**src/rtl/ccmd_pkg.sv**
```systemverilog
package ccmd_pkg;

   // Default sizing shared by the controller and its parts
   localparam int unsigned CCMD_VW_DEF    = 12;
   localparam int unsigned CCMD_IW_DEF    = 12;
   localparam int unsigned CCMD_GW_DEF    = 16;
   localparam int unsigned CCMD_FRAC_DEF  = 14;
   localparam int unsigned CCMD_CNTW_DEF  = 10;
   localparam int unsigned CCMD_LINE_DEF  = 830;

   typedef enum logic {
      SW_OFF = 1'b0,
      SW_ON  = 1'b1
   } sw_state_e;

endpackage

```
**src/rtl/ccmd_gain_stage.sv**
```systemverilog
module ccmd_gain_stage #(
   parameter int unsigned GW = 16
) (
   input  logic          clk,
   input  logic          rst_n,
   input  logic          tick,
   input  logic [GW-1:0] gain_in,
   input  logic          gain_ld,
   output logic [GW-1:0] gain_eff,
   output logic          commit
);

   logic [GW-1:0] act_q;
   logic [GW-1:0] pend_q;
   logic          pend_v_q;

   // The gain that governs a tick in this cycle: a staged one overrides
   assign gain_eff = pend_v_q ? pend_q : act_q;
   assign commit   = tick & pend_v_q;

   always_ff @(posedge clk or negedge rst_n) begin
      if (!rst_n) begin
         act_q    <= '0;
         pend_q   <= '0;
         pend_v_q <= 1'b0;
      end else begin
         if (commit) begin
            act_q <= pend_q;
         end
         if (gain_ld) begin
            pend_q   <= gain_in;
            pend_v_q <= 1'b1;
         end else if (tick) begin
            pend_v_q <= 1'b0;
         end
      end
   end

   // Active gain only moves on a switching boundary
   p_act_boundary_r6 : assert property (@(posedge clk) disable iff (!rst_n)
      !tick |=> $stable(act_q));

   // A load in a tick cycle stays staged for the following tick
   p_same_cycle_load_r7 : assert property (@(posedge clk) disable iff (!rst_n)
      (tick && gain_ld) |=> (pend_v_q && pend_q == $past(gain_in)));

endmodule

```
**src/rtl/ccmd_cmd_calc.sv**
```systemverilog
module ccmd_cmd_calc #(
   parameter int unsigned VW     = 12,
   parameter int unsigned GW     = 16,
   parameter int unsigned IW     = 12,
   parameter int unsigned FRAC   = 14,
   parameter bit          SAT_EN = 1'b1
) (
   input  logic [GW-1:0] gain,
   input  logic [VW-1:0] vin,
   output logic [IW-1:0] cmd
);

   localparam int unsigned PW = GW + VW;
   localparam int unsigned SW = PW - FRAC;

   logic [PW-1:0] prod;
   logic [SW-1:0] shf;

   always_comb begin
      prod = {{VW{1'b0}}, gain} * {{GW{1'b0}}, vin};
   end

   assign shf = prod[PW-1:FRAC];

   generate
      if (SW > IW) begin : g_wide
         if (SAT_EN) begin : g_sat
            assign cmd = (|shf[SW-1:IW]) ? {IW{1'b1}} : shf[IW-1:0];
         end else begin : g_wrap
            assign cmd = shf[IW-1:0];
         end
      end else begin : g_narrow
         assign cmd = IW'(shf);
      end
   endgenerate

endmodule

```
**src/rtl/ccmd_period_core.sv**
```systemverilog
module ccmd_period_core #(
   parameter int unsigned IW    = 12,
   parameter int unsigned CNT_W = 10
) (
   input  logic             clk,
   input  logic             rst_n,
   input  logic             tick,
   input  logic             commit,
   input  logic [IW-1:0]    cmd_nxt,
   input  logic [IW-1:0]    iind,
   output logic             gate,
   output logic [IW-1:0]    cmd_q,
   output logic [CNT_W-1:0] cnt_q
);

   import ccmd_pkg::*;

   localparam logic [CNT_W-1:0] CNT_MAX = {CNT_W{1'b1}};

   sw_state_e sw_q;
   sw_state_e sw_d;

   always_comb begin
      sw_d = (iind < cmd_nxt) ? SW_ON : SW_OFF;
   end

   always_ff @(posedge clk or negedge rst_n) begin
      if (!rst_n) begin
         sw_q  <= SW_OFF;
         cmd_q <= '0;
         cnt_q <= '0;
      end else if (tick) begin
         sw_q  <= sw_d;
         cmd_q <= cmd_nxt;
         if (commit) begin
            cnt_q <= '0;
         end else if (cnt_q != CNT_MAX) begin
            cnt_q <= cnt_q + 1'b1;
         end
      end
   end

   assign gate = (sw_q == SW_ON);

   // Gate and command hold through the period
   p_gate_hold_r1 : assert property (@(posedge clk) disable iff (!rst_n)
      !tick |=> ($stable(gate) && $stable(cmd_q)));

   // A zero command can never turn the switch on
   p_zero_cmd_off_r2 : assert property (@(posedge clk) disable iff (!rst_n)
      (tick && cmd_nxt == '0) |=> !gate);

   // Counter restarts on a gain take-up
   p_cnt_clear_r8 : assert property (@(posedge clk) disable iff (!rst_n)
      (tick && commit) |=> (cnt_q == '0));

   // Counter never wraps from full scale
   p_cnt_sat_r8 : assert property (@(posedge clk) disable iff (!rst_n)
      (tick && !commit && cnt_q == CNT_MAX) |=> (cnt_q == CNT_MAX));

   // Counter holds between ticks
   p_cnt_hold_r8 : assert property (@(posedge clk) disable iff (!rst_n)
      !tick |=> $stable(cnt_q));

endmodule

```
**src/rtl/ccmd_sw_ctrl.sv**
```systemverilog
module ccmd_sw_ctrl #(
   parameter int unsigned VW         = ccmd_pkg::CCMD_VW_DEF,
   parameter int unsigned IW         = ccmd_pkg::CCMD_IW_DEF,
   parameter int unsigned GW         = ccmd_pkg::CCMD_GW_DEF,
   parameter int unsigned FRAC       = ccmd_pkg::CCMD_FRAC_DEF,
   parameter int unsigned CNT_W      = ccmd_pkg::CCMD_CNTW_DEF,
   parameter int unsigned LINE_TICKS = ccmd_pkg::CCMD_LINE_DEF,
   parameter bit          SAT_EN     = 1'b1
) (
   input  logic             clk,
   input  logic             rst_n,
   input  logic             tick_i,
   input  logic [VW-1:0]    vin_i,
   input  logic [IW-1:0]    iind_i,
   input  logic [GW-1:0]    gain_i,
   input  logic             gain_ld_i,
   output logic             gate_o,
   output logic [IW-1:0]    cmd_o,
   output logic [CNT_W-1:0] per_cnt_o
);

   localparam longint unsigned CNT_CAP = (64'd1 << CNT_W) - 64'd1;

   // Elaboration-time parameter checks
   generate
      if (FRAC >= GW + VW) begin : g_bad_frac
         $fatal(1, "FRAC must be below the product width");
      end
      if (CNT_W < 1 || CNT_W > 32) begin : g_bad_cntw
         $fatal(1, "CNT_W out of range");
      end
      if (CNT_CAP < LINE_TICKS) begin : g_bad_cnt
         $fatal(1, "period counter cannot span a line half-cycle");
      end
      if (VW < 1 || IW < 1 || GW < 1) begin : g_bad_w
         $fatal(1, "widths must be positive");
      end
   endgenerate

   logic [GW-1:0] gain_eff;
   logic          commit;
   logic [IW-1:0] cmd_nxt;

   ccmd_gain_stage #(
      .GW (GW)
   ) u_gain (
      .clk      (clk),
      .rst_n    (rst_n),
      .tick     (tick_i),
      .gain_in  (gain_i),
      .gain_ld  (gain_ld_i),
      .gain_eff (gain_eff),
      .commit   (commit)
   );

   ccmd_cmd_calc #(
      .VW     (VW),
      .GW     (GW),
      .IW     (IW),
      .FRAC   (FRAC),
      .SAT_EN (SAT_EN)
   ) u_calc (
      .gain (gain_eff),
      .vin  (vin_i),
      .cmd  (cmd_nxt)
   );

   ccmd_period_core #(
      .IW    (IW),
      .CNT_W (CNT_W)
   ) u_core (
      .clk     (clk),
      .rst_n   (rst_n),
      .tick    (tick_i),
      .commit  (commit),
      .cmd_nxt (cmd_nxt),
      .iind    (iind_i),
      .gate    (gate_o),
      .cmd_q   (cmd_o),
      .cnt_q   (per_cnt_o)
   );

   // A zero input voltage yields a zero command and gate off
   p_zero_vin_r3 : assert property (@(posedge clk) disable iff (!rst_n)
      (tick_i && vin_i == '0) |=> (cmd_o == '0 && !gate_o));

   // Unity gain passes the voltage sample through unchanged
   p_unity_gain_r3 : assert property (@(posedge clk) disable iff (!rst_n)
      (tick_i && FRAC < GW && gain_eff == GW'(64'd1 << FRAC)) |=> (cmd_o == IW'($past(vin_i))));

endmodule

```
**config.mk**
```make
export PLATFORM = sky130hd
export DESIGN_NAME = ccmd_sw_ctrl
export DESIGN_NICKNAME = d
export VERILOG_FILES = /design/src/rtl/ccmd_pkg.sv /design/src/rtl/ccmd_gain_stage.sv /design/src/rtl/ccmd_cmd_calc.sv /design/src/rtl/ccmd_period_core.sv /design/src/rtl/ccmd_sw_ctrl.sv
export SDC_FILE = /design/constraint.sdc
export NUM_CORES = 1
export LEC_CHECK = 0
export ABC_AREA = 1
export BUFFER_PORTS_ARGS = -buffer_cell sky130_fd_sc_hd__buf_2
export CAP_MARGIN = 5
export CORE_MARGIN = 2
export CORE_UTILIZATION = 45
export DETAILED_ROUTE_END_ITERATION = 6
export SLEW_MARGIN = 40
export SYNTH_ARGS = -nofsm -noshare
export SYNTH_HDL_FRONTEND = slang
export SYNTH_HIERARCHICAL = 1
export SYNTH_SLANG_ARGS = --single-unit
```
**constraint.sdc**
```tcl
create_clock -name clk -period 5.8 [get_ports clk]
set_clock_uncertainty 0.2 [all_clocks]
set_input_delay 0.29 -clock clk [delete_from_list [all_inputs] [get_ports clk]]
set_output_delay 0.29 -clock clk [all_outputs]
set_load 0.02 [all_outputs]
```
* Word-level counts from Yosys, hierarchy flattened
Cells that the tools add are included.
Operators by class: $lt $le $gt $ge 1, eq/ne operators 1, add/subtract/negate cells 1, bitwise gates (word level) 1, multiply operators 1, reduce and logical (&&, ||, !) cells 4, div/mod/pow operators 0, multiplexer cells 7, shift operators 0
Operators with widths (number):
- $mul 16x12->28 | 1
- $mux 10 | 2
- $mux 16 | 1
- $lt 12x12->1 | 1
- $mux 12 | 1
- $add 10x1->10 const B | 1
- $ne 10x10->1 const B | 1
- $reduce_bool 2->1 | 2
- $mux 1 | 3
- $reduce_and 2->1 | 1
- $reduce_or 2->1 | 1
- $and 1x1->1 | 1
Word-level totals: logic and storage cells 22, flip-flop bits (word level) 56, memories kept 0, memory bits (writable) 0, memory bits (read-only) 0, input port bits 44, output and inout bits 23, bits in latches 0

* Longest topological paths before layout
Gate-level depths: netlist (run 1).
word-level depth 6, mapped depth 40, gate-level depth less buffers 36

* Hierarchy
Netlist (run 1), hierarchy kept.
By module, submodules not included:
- ccmd_cmd_calc | times used 1, cells each 956, area each 6613.8 sq um, seq. area each 0.0 sq um
- ccmd_gain_stage | times used 1, cells each 193, area each 1512.7 sq um, seq. area each 825.8 sq um
- ccmd_period_core | times used 1, cells each 176, area each 1400.1 sq um, seq. area each 575.6 sq um

* Least setup slack after synthesis (run 1)
No wires, ideal clock.
path type register to register, from register u_gain.pend_v_q, to register u_core.sw_q (netlist: u_core/gate), path buffers 4, data arrival time 5.912 ns, stages on the path, launching flop included 37, data required time 5.484 ns, period minus slack after synthesis 6.229 ns, path slack -0.429 ns, setup time 0.116 ns, path through dfrtp_1 > buf_4 > inv_4 > buf_6 > nand2_1 > nand2_1 > clkbuf_1 > nand2_1 > fa_1 > inv_1 > fa_1 > fa_1 > fa_1 > inv_1 > fa_1 > inv_1 > ha_1 > nand2_1 > nor2_1 > inv_1 > nor3_2 > nand2_2 > nand2_1 > nand2_1 > nand2_2 > nor2_4 > buf_6 > nand2_2 > inv_1 > ha_1 > nand2_1 > inv_1 > nand2_1 > a21oi_1 > nor2_1 > nand2_1 > nand2_1
Between the ends: word-level cells in the longest chain between the ends 6
RTL lines:
- start: declaration | line ccmd_gain_stage.sv:15 | logic pend_v_q;
- start signal: assignment | line ccmd_gain_stage.sv:25 | pend_v_q <= 1'b0;
- start signal: assignment | line ccmd_gain_stage.sv:32 | pend_v_q <= 1'b1;
- start signal: assignment | line ccmd_gain_stage.sv:34 | pend_v_q <= 1'b0;
- $mux 16 * | line ccmd_gain_stage.sv:18 | assign gain_eff = pend_v_q ? pend_q : act_q;
- net gain_eff[6] | line ccmd_sw_ctrl.sv:40 | logic [GW-1:0] gain_eff;
- $mul 16x12->28 * | line ccmd_cmd_calc.sv:20 | prod = {{VW{1'b0}}, gain} * {{GW{1'b0}}, vin};
- $reduce_or 2->1 | line ccmd_cmd_calc.sv:28 | assign cmd = (|shf[SW-1:IW]) ? {IW{1'b1}} : shf[IW-1:0];
- $mux 12 * | line ccmd_cmd_calc.sv:28
- net cmd_nxt[7] | line ccmd_sw_ctrl.sv:42 | logic [IW-1:0] cmd_nxt;
- $lt 12x12->1 * | line ccmd_period_core.sv:24 | sw_d = (iind < cmd_nxt) ? SW_ON : SW_OFF;
- $mux 1 * | line ccmd_period_core.sv:24
- end signal: assignment | line ccmd_period_core.sv:33 | sw_q <= sw_d;
- end: declaration | line ccmd_period_core.sv:20 | sw_state_e sw_q;
Mark *: on every way through the listed nets, which the timed path passes. The rest lies on a longest branch. A chain may end at the register's enable or synchronous reset.

* Worst setup path after layout (run 1)
Ends and elaborated chain as after synthesis.

==> flow_metrics.py, run 1 <==
metrics = {
    "worst_setup_path": {
        "critical_path_class": "reg -> reg",
        "reg2reg_from": "u_gain/pend_v_q",
        "reg2reg_depth": 34,
        "cp-end-kind": "flop",
        "cp.arrival_ns": 6.08,
        "critical_path.max_stage_delay_ns": 0.55,
        "cp_slowest_cell": "fa_1",
        "r2r_end": "u_core/gate",
        "cp_max_fo": 8,
        "crit_top_cell": "nand2_1",
        "worst_ep_required_time_ns": 5.79,
        "crit_family": "adder cells",
        "rrSetupSlack_ns": -0.28,
        "critPathLaunchType": "flop",
        "cp_num_buf_inv": 9,
    },
    "clock_tree": {
        "clk_pin_slew_ns": 0.08,
        "clock-root-buffer": "clkbuf_16",
        "cts_tree": "yes",
        "clock_path_buffers": 2,
        "clkLatencyLatePin_ns": 0.30,
        "cts_made_buffers": 5,
        "cts-htree-levels": 2,
        "cts.sinks": 56,
    },
    "timing": {
        "relSlewSlack_pct": 51.9,
        "hold_viol_final": 1,
        "grt_setup_unrepaired": "yes",
        "finalWorstSetupSlack_ns": -0.284,
        "fmax_ghz": 0.164,
        "tns_ns": -0.391,
        "max_slew.worst_pin.slew_ns": 0.721,
        "finalCriticalPeriod_ns": 6.08,
        "holdWs_ns": -0.00456,
        "period_share_pct": 105,
        "final_max_slew_viol_count": 0,
        "setup_viol": 3,
    },
    "synthesis": {
        "ys_types": 33,
        "synthAdderAreaFrac_pct": 38.9,
        "synth_area_leaders": "fa_1 29%, nand2_1 19%, dfrtp_1 15%",
        "yosys.area.top_type_share_pct": 29.2,
        "synth.mux.area_fraction_pct": 0,
        "synth_cells": 1325,
        "synth_seq_cells": 56,
        "synth-main-ff-cell": "dfrtp_1",
        "synth-simple-area-share_pct": 26.2,
        "synth_xor_area_share_pct": 0.644,
        "synth-edff-count": 0,
        "synth-compound-area-share_pct": 3.94,
        "syn_nets": 1582,
        "synth_largest_area_cell": "fa_1",
        "yosysSeqAreaShare_pct": 14.7,
        "ys_warn_count": 6,
        "syn_area_per_cell_sq_um": 7.19,
        "syn-cell-area_sq_um": 9530,
        "postSynth.asyncResetShare_pct": 100,
        "synth_top_family_by_area": "adder cells",
    },
    "min_path": {
        "hold_end": "u_gain/pend_q[8]",
        "min_path_cells": 3,
        "hp-class": "in -> reg",
        "worstHoldStart": "gain_i[8]",
    },
    "detailed_routing": {
        "post_drt_wl_per_cell_um": 13.4,
        "antenna_left": 0,
        "drt_wl_total_mm": 24.1,
        "drtIter0Drc": 413,
        "firstDrtPassIters": 4,
        "dr_total_vias": 8517,
        "drc_errors": 0,
        "routed_via_density": 4.73,
    },
    "final_layout": {
        "design_area_sq_um": 12300,
        "fill_cells": 1950,
        "antenna_cells": 0,
        "seqCellArea_sq_um": 1400,
        "layout-area-overhead-vs-synth_pct": 29.5,
        "multi_input_area_sq_um": 7410,
        "final_cell_mix": "412 x nand2_1, 286 x inv_1, 145 x buf_4, 125 x fa_1, 66 x buf_2",
        "layout_commonest_cell": "nand2_1",
        "drive_gt1_share_pct": 28.9,
        "nets": 1780,
        "fin_util_pct": 59.0,
    },
    "floorplan": {
        "die-area_sq_um": 22400,
        "core_area_sq_um": 20900,
        "fp-row-count": 53,
        "start_util_pct": 45.6,
        "dieHeight_um": 150,
        "fp.dieW_um": 150,
        "ios": 67,
    },
    "placed_design": {
        "port_buffers": 66,
        "place_area_sq_um": 11300,
        "gp_congestion": 0.886,
        "dp_hpwl_mm": 19.3,
    },
    "global_routing": {
        "grt_pass1_vias": 8742,
        "antenna_found_initial": 0,
        "grt_overflow": 0,
        "grt_pass1_wl_mm": 40.6,
        "grt_max_degree": 57,
        "track_usage_pct": 22.5,
    },
    "run_status": {
        "status": "finished, violations left",
        "violations": "negative hold slack, negative setup slack",
    },
    "run": {
        "maxCapViolations": 0,
    },
}
==> metal layers <==
layer  vias up  global-route usage, %  share of wire [%]  wire length [um]
li1       4239                      -                  -                 -
met1      4081                   28.8                 44             10600
met2       172                   40.8                 51             12200
met3        25                   2.07                3.7               884
met4         0                   5.71                1.7               412
met5         -                      0                  0                 0
==> worst max path at each step <==
stage,start,end,cells past startpoint
final,u_gain/pend_v_q,u_core/gate,34
after detailed placement,u_gain/pend_v_q,u_core/gate,32
after CTS,u_gain/pend_v_q,u_core/gate,34
after global placement,u_gain/pend_v_q,u_core/gate,32
after floorplan,u_gain/pend_v_q,u_core/gate,34
after global routing,u_gain/pend_v_q,u_core/gate,34
==> per-stage QoR <==
stage	setup slack [ns]	std cells
5_1_grt	-0.598	1799
6_report	-0.284	1799
4_1_cts	-0.226	1789
3_5_place_dp	-0.490	1743
3_3_place_gp	-0.425	1743
2_1_floorplan	0.00229	1325
==> repair_timing <==
item,in CTS,in global routing
pin swaps,51,51
hold buffers,13,0
endpoints found under the setup margin,6,13
buffers inserted,23,10
hold endpoints to repair,68,0
gates resized for setup,72,65
gates cloned,2,1
==> state kept, by name, indices dropped and copies added (netlist names) <==
signal,flops
u_core/cmd_q,12
u_gain/pend_v_q,1
u_core/cnt_q,10
u_gain/pend_q,16
u_core/gate,1
u_gain/act_q,16
==> layout make-up <==
type                    instances  share of cell area, %
repair inverters                1                 0.0913
clock buffers                   6                   1.04
multi-input cells             897                   60.1
inverters                     321                   9.89
well taps                     275                   2.79
clock inverters                 2                  0.112
flip-flops and latches         56                   11.4
repair buffers                241                   14.6
==> worst reg2reg max path, delay by kind of cell (launching register included) <==
kind | cells | cell delay [ns]
AOI/OAI and AO/OA | 1 | 0.18
adders and majority gates | 7 | 2.92
buffers and inverters | 9 | 0.76
DFF | 1 | 0.44
and+or+nand+nor | 17 | 1.48
==> cells in the mapped netlist (5+ instances only) <==
master	n
clkbuf_1	40
nand2_2	20
o21ai_0	21
nor3_1	5
nand2_1	473
buf_4	8
inv_1	314
nor2_1	48
fa_1	139
dfrtp_1	56
nand3_1	41
a21oi_1	25
o21ai_2	6
nand4_1	9
a21o_1	5
o21bai_1	5
ha_1	74
inv_2	5
==> logic make-up (layout without fill, tap and decap cells) <==
| family | Yosys count | in the layout |
|---|---|---|
| and+or+nand+nor | 610 | 612 |
| buffers and inverters | 374 | 571 |
| adders and majority gates | 213 | 213 |
| AOI/OAI and AO/OA | 65 | 65 |
| DFF | 56 | 56 |
| xor gates and xnor gates | 7 | 7 |
Power of run 1 is not shown: default switching activity piles up to over one toggle a cycle in this logic, so the estimate is an artifact.
==> run 2, diff against run 1 <==
--- a/config.mk
+++ b/config.mk
@@ -11,6 +11,7 @@
 export CORE_MARGIN = 2
 export CORE_UTILIZATION = 45
 export DETAILED_ROUTE_END_ITERATION = 6
+export SETUP_SLACK_MARGIN = 0.3
 export SLEW_MARGIN = 40
 export SYNTH_ARGS = -nofsm -noshare
 export SYNTH_HDL_FRONTEND = slang
==> flow_metrics.py, run 2 (synthesis gave the netlist of run 1 again) <==
metrics = {
    "run_status": {
        "status": "finished, violations left",
        "violations": "negative setup slack",
    },
    "detailed_routing": {
        "drt_wl_total_mm": 23.9,
        "drc_errors": 0,
        "dr_total_vias": 8415,
        "routed_via_density": 4.69,
        "antenna_left": 0,
        "firstDrtPassIters": 5,
        "post_drt_wl_per_cell_um": 13.3,
        "drtIter0Drc": 345,
    },
    "final_layout": {
        "nets": 1774,
        "design_area_sq_um": 12400,
        "final_cell_mix": "403 x nand2_1, 283 x inv_1, 138 x buf_4, 122 x fa_1, 66 x buf_2",
        "layout_commonest_cell": "nand2_1",
        "top_regs": "u_gain/act_q: 16 flops, u_gain/pend_q: 16 flops, u_core/cmd_q: 12 flops",
        "layout-area-overhead-vs-synth_pct": 29.7,
        "fill_cells": 1928,
        "antenna_cells": 0,
        "final_cell_count_no_fill": 1793,
        "drive_gt1_share_pct": 29.5,
    },
    "worst_setup_path": {
        "cp_slowest_cell": "fa_2",
        "worst_ep_required_time_ns": 5.79,
        "cp_max_fo": 7,
        "critPathLaunchType": "flop",
        "cp.arrival_ns": 6.16,
        "critical_path_class": "reg -> reg",
        "crit_top_cell": "nand2_1",
        "cp-end-kind": "flop",
        "critical_path.max_stage_delay_ns": 0.58,
    },
    "timing": {
        "relSlewSlack_pct": 51.4,
        "holdWs_ns": 0.0134,
        "setup_viol": 2,
        "finalCriticalPeriod_ns": 6.17,
        "grt_setup_unrepaired": "yes",
        "max_slew.worst_pin.slew_ns": 0.729,
        "finalWorstSetupSlack_ns": -0.370,
        "period_share_pct": 106,
        "final_max_slew_viol_count": 0,
        "fmax_ghz": 0.162,
        "hold_viol_final": 0,
    },
    "clock_tree": {
        "cts_tree": "yes",
        "cts_made_buffers": 5,
        "clock_path_buffers": 2,
        "clkLatencyLatePin_ns": 0.30,
        "cts-htree-levels": 2,
        "clock-root-buffer": "clkbuf_16",
        "clk_pin_slew_ns": 0.07,
        "cts.sinks": 56,
    },
    "global_routing": {
        "antenna_found_initial": 0,
        "grt_overflow": 0,
        "grt_pass1_vias": 8793,
        "grt_max_degree": 57,
        "grt_pass1_wl_mm": 40.4,
        "track_usage_pct": 22.5,
    },
    "placed_design": {
        "placed_cells": 1748,
        "gp_congestion": 0.851,
        "place_ws_ns": -0.538,
        "dp_hpwl_mm": 19.6,
        "place_area_sq_um": 11400,
        "port_buffers": 66,
    },
    "floorplan": {
        "ios": 67,
        "fp-row-count": 53,
        "core_area_sq_um": 20900,
        "start_util_pct": 45.6,
        "dieHeight_um": 150,
        "die-area_sq_um": 22400,
        "fp.dieW_um": 150,
    },
    "min_path": {
        "hp-class": "in -> reg",
    },
    "run": {
        "maxCapViolations": 0,
    },
}
run 2: cell count changes in the layout (fill, tap and decap cells not counted), moves of 4 or more:
| cell | previous run | this run |
|---|---|---|
| nand2_1 | 412 | 403 |
| buf_4 | 145 | 138 |
| nand2_2 | 52 | 59 |
| buf_6 | 9 | 13 |
| ha_4 | 22 | 18 |
| nand2_4 | 33 | 29 |
| nand2_8 | 0 | 4 |
run 2: worst paths after layout:
check                                 startpoint          endpoint  slack, ns  cells past startpoint
worst max-delay path             u_gain/pend_v_q       u_core/gate      -0.37                     36
worst min-delay path                   gain_i[6]  u_gain/pend_q[6]       0.01                      3
worst max register to register   u_gain/pend_v_q       u_core/gate      -0.37                     36
worst min register to register  u_gain/act_q[14]  u_gain/act_q[14]       0.27                      2
max in group asynchronous                  rst_n   u_gain/pend_v_q       4.41                      3
min in group asynchronous                  rst_n   u_core/cmd_q[8]       0.46                      3
run 2: what timing repair did:
action	4_1_cts	5_1_grt
gates resized for setup	57	91
setup endpoints to repair	13	13
buffers inserted	11	12
hold buffers	11	0
hold endpoints to repair	66	0
gates cloned	1	2
pin swaps	21	16
run 2: layout make-up:
cell class              instances  area, sq um  area share, %
clock buffers                   6          129           1.04
clock inverters                 2         13.8          0.111
inverters                     321         1220           9.90
multi-input cells             895         7420           60.1
flip-flops and latches         56         1400           11.3
well taps                     275          344           2.78
repair buffers                237         1810           14.7
repair inverters                1         11.3         0.0911
run 2: per-layer routing:
layer,track usage (%),vias up,wire length [um]
li1,-,4213,-
met1,28.8,4016,10600
met2,41.3,161,12200
met3,2.01,25,723
met4,5.05,0,322
met5,0,-,0
run 2: per-stage QoR:
step | setup TNS, ns | util (%)
3_3_place_gp | -1.02 | 54.4
2_1_floorplan | 0 | -
4_1_cts | -0.328 | 57.0
3_5_place_dp | -1.52 | 54.4
5_1_grt | -2.11 | 59.2
6_report | -0.427 | 59.2
run 2: worst max-delay path, delay by kind of cell (launching register included):
kind                       cells  cell delay (ns)
buffers and inverters         11             0.89
and+or+nand+nor               17             1.31
DFF                            1             0.45
AOI/OAI and AO/OA              1             0.13
adders and majority gates      7             3.08
Power of run 2 is left out for the same reason.
==> run 3, diff against run 2 <==
--- a/config.mk
+++ b/config.mk
@@ -9,8 +9,10 @@
 export BUFFER_PORTS_ARGS = -buffer_cell sky130_fd_sc_hd__buf_2
 export CAP_MARGIN = 5
 export CORE_MARGIN = 2
-export CORE_UTILIZATION = 45
+export CORE_UTILIZATION = 57
 export DETAILED_ROUTE_END_ITERATION = 6
+export MAX_ROUTING_LAYER = met4
+export PLACE_DENSITY = 0.79
 export SETUP_SLACK_MARGIN = 0.3
 export SLEW_MARGIN = 40
 export SYNTH_ARGS = -nofsm -noshare
==> flow_metrics.py, run 3 (synthesis gave the netlist of run 1 again) <==
metrics = {
    "worst_setup_path": {
        "critical_path_class": "reg -> reg",
        "worst_ep_required_time_ns": 5.85,
        "cp_slowest_cell": "fa_1",
        "critPathLaunchType": "flop",
        "cp.arrival_ns": 6.33,
        "crit_top_cell": "nand2_1",
        "cp_max_fo": 7,
        "critical_path.max_stage_delay_ns": 0.54,
        "cp-end-kind": "flop",
    },
    "placed_design": {
        "placed_cells": 1649,
        "port_buffers": 66,
        "dp_hpwl_mm": 18.7,
        "gp_congestion": 0.890,
    },
    "detailed_routing": {
        "drc_errors": 0,
        "drt_wl_total_mm": 25.9,
        "dr_total_vias": 8945,
        "post_drt_wl_per_cell_um": 15.0,
        "antenna_left": 0,
        "drtIter0Drc": 720,
        "routed_via_density": 5.20,
        "firstDrtPassIters": 6,
    },
    "timing": {
        "hold_viol_final": 0,
        "final_max_slew_viol_count": 0,
        "finalCriticalPeriod_ns": 6.29,
        "tns_ns": -1.01,
        "fmax_ghz": 0.159,
        "grt_setup_unrepaired": "yes",
        "relSlewSlack_pct": 51.7,
        "max_slew.worst_pin.slew_ns": 0.724,
        "period_share_pct": 108,
        "setup_viol": 5,
        "finalWorstSetupSlack_ns": -0.488,
        "holdWs_ns": 0.155,
    },
    "global_routing": {
        "grt_pass1_wl_mm": 41.8,
        "grt_pass1_vias": 9155,
        "grt_max_degree": 57,
        "antenna_found_initial": 0,
        "track_usage_pct": 29.9,
        "grt_overflow": 0,
    },
    "run_status": {
        "violations": "negative setup slack",
        "status": "finished, violations left",
    },
    "final_layout": {
        "final_cell_count_no_fill": 1720,
        "nets": 1756,
        "top_regs": "u_gain/act_q: 16 flops, u_gain/pend_q: 16 flops, u_core/cmd_q: 12 flops",
        "drive_gt1_share_pct": 26.7,
        "layout_commonest_cell": "nand2_1",
        "layout-area-overhead-vs-synth_pct": 26.0,
        "final_cell_mix": "406 x nand2_1, 285 x inv_1, 129 x fa_1, 118 x buf_4, 66 x buf_2",
        "antenna_cells": 0,
    },
    "clock_tree": {
        "cts_tree": "yes",
        "clkLatencyLatePin_ns": 0.30,
        "cts-htree-levels": 2,
        "clk_pin_slew_ns": 0.08,
        "cts.sinks": 56,
        "cts_made_buffers": 5,
        "clock_path_buffers": 2,
        "clock-root-buffer": "clkbuf_16",
    },
    "floorplan": {
        "fp.dieW_um": 133,
        "die-area_sq_um": 17800,
        "ios": 67,
        "fp-row-count": 47,
        "dieHeight_um": 133,
        "core_area_sq_um": 16500,
        "start_util_pct": 57.9,
    },
    "min_path": {
        "hp-class": "in -> reg",
    },
    "run": {
        "maxCapViolations": 0,
    },
}
==> run 3: cell types whose count changed in the layout (fill, tap and decap cells not counted), sizes merged <==
cell,delta
clkbuf,-2
nand2,+2
buf,-24
dlygate4sd3,+6
clkinv,+1
inv,-1
==> run 3: worst paths after layout <==
kind                             startpoint               end  slack, ns  depth (start not counted)
max                         u_gain/pend_v_q       u_core/gate      -0.49                         33
min                               gain_ld_i  u_gain/pend_q[4]       0.16                          3
max in group asynchronous             rst_n   u_gain/act_q[3]       4.46                          3
min in group asynchronous             rst_n  u_core/cmd_q[10]       0.44                          3
min reg2reg                u_gain/act_q[14]  u_gain/act_q[14]       0.28                          2
max reg2reg                 u_gain/pend_v_q       u_core/gate      -0.49                         33
==> run 3: metal layers <==
layer	track usage (%)	share of wire (%)	vias up
met1	36.4	40	4287
met5	-	0	-
met2	52.8	52	398
li1	-	-	4189
met3	2.93	5.6	71
met4	9.22	2.9	0
==> run 3: what timing repair did <==
item | CTS | global route
endpoints found under the setup margin | 13 | 13
gates cloned | 2 | 0
pin swaps | 13 | 41
hold buffers | 17 | 0
setup buffers | 24 | 20
hold endpoints to repair | 72 | 0
resized for setup | 78 | 47
==> run 3: critical path: cells and delay by family, from the launching register on <==
kind	cells	cell delay [ns]
AO/OA/AOI/OAI	3	0.54
flip-flops	1	0.42
AND/OR/NAND/NOR	15	1.34
adder cells (fa/ha/maj)	7	3.00
buffers and inverters	8	0.72
==> run 3: stage by stage <==
| stage | util, % | worst slack [ns] | instance area, sq um |
|---|---|---|---|
| floorplan | - | 0.0205 | 10000 |
| global placement | 66.3 | -0.331 | 10900 |
| detailed placement | 66.3 | -0.450 | 10900 |
| CTS | 71.1 | -0.300 | 11700 |
| global route | 72.9 | -0.765 | 12000 |
| finish | 72.9 | -0.488 | 12000 |
==> run 3: cell type report <==
type	instances	area, sq um
multi-input combinational	897	7320
fill	1212	4460
timing repair buffer	218	1620
sequential	56	1400
inverter	321	1230
tap	220	275
clock buffer	5	125
clock inverter	3	33.8
Power of run 3 is left out for the same reason.
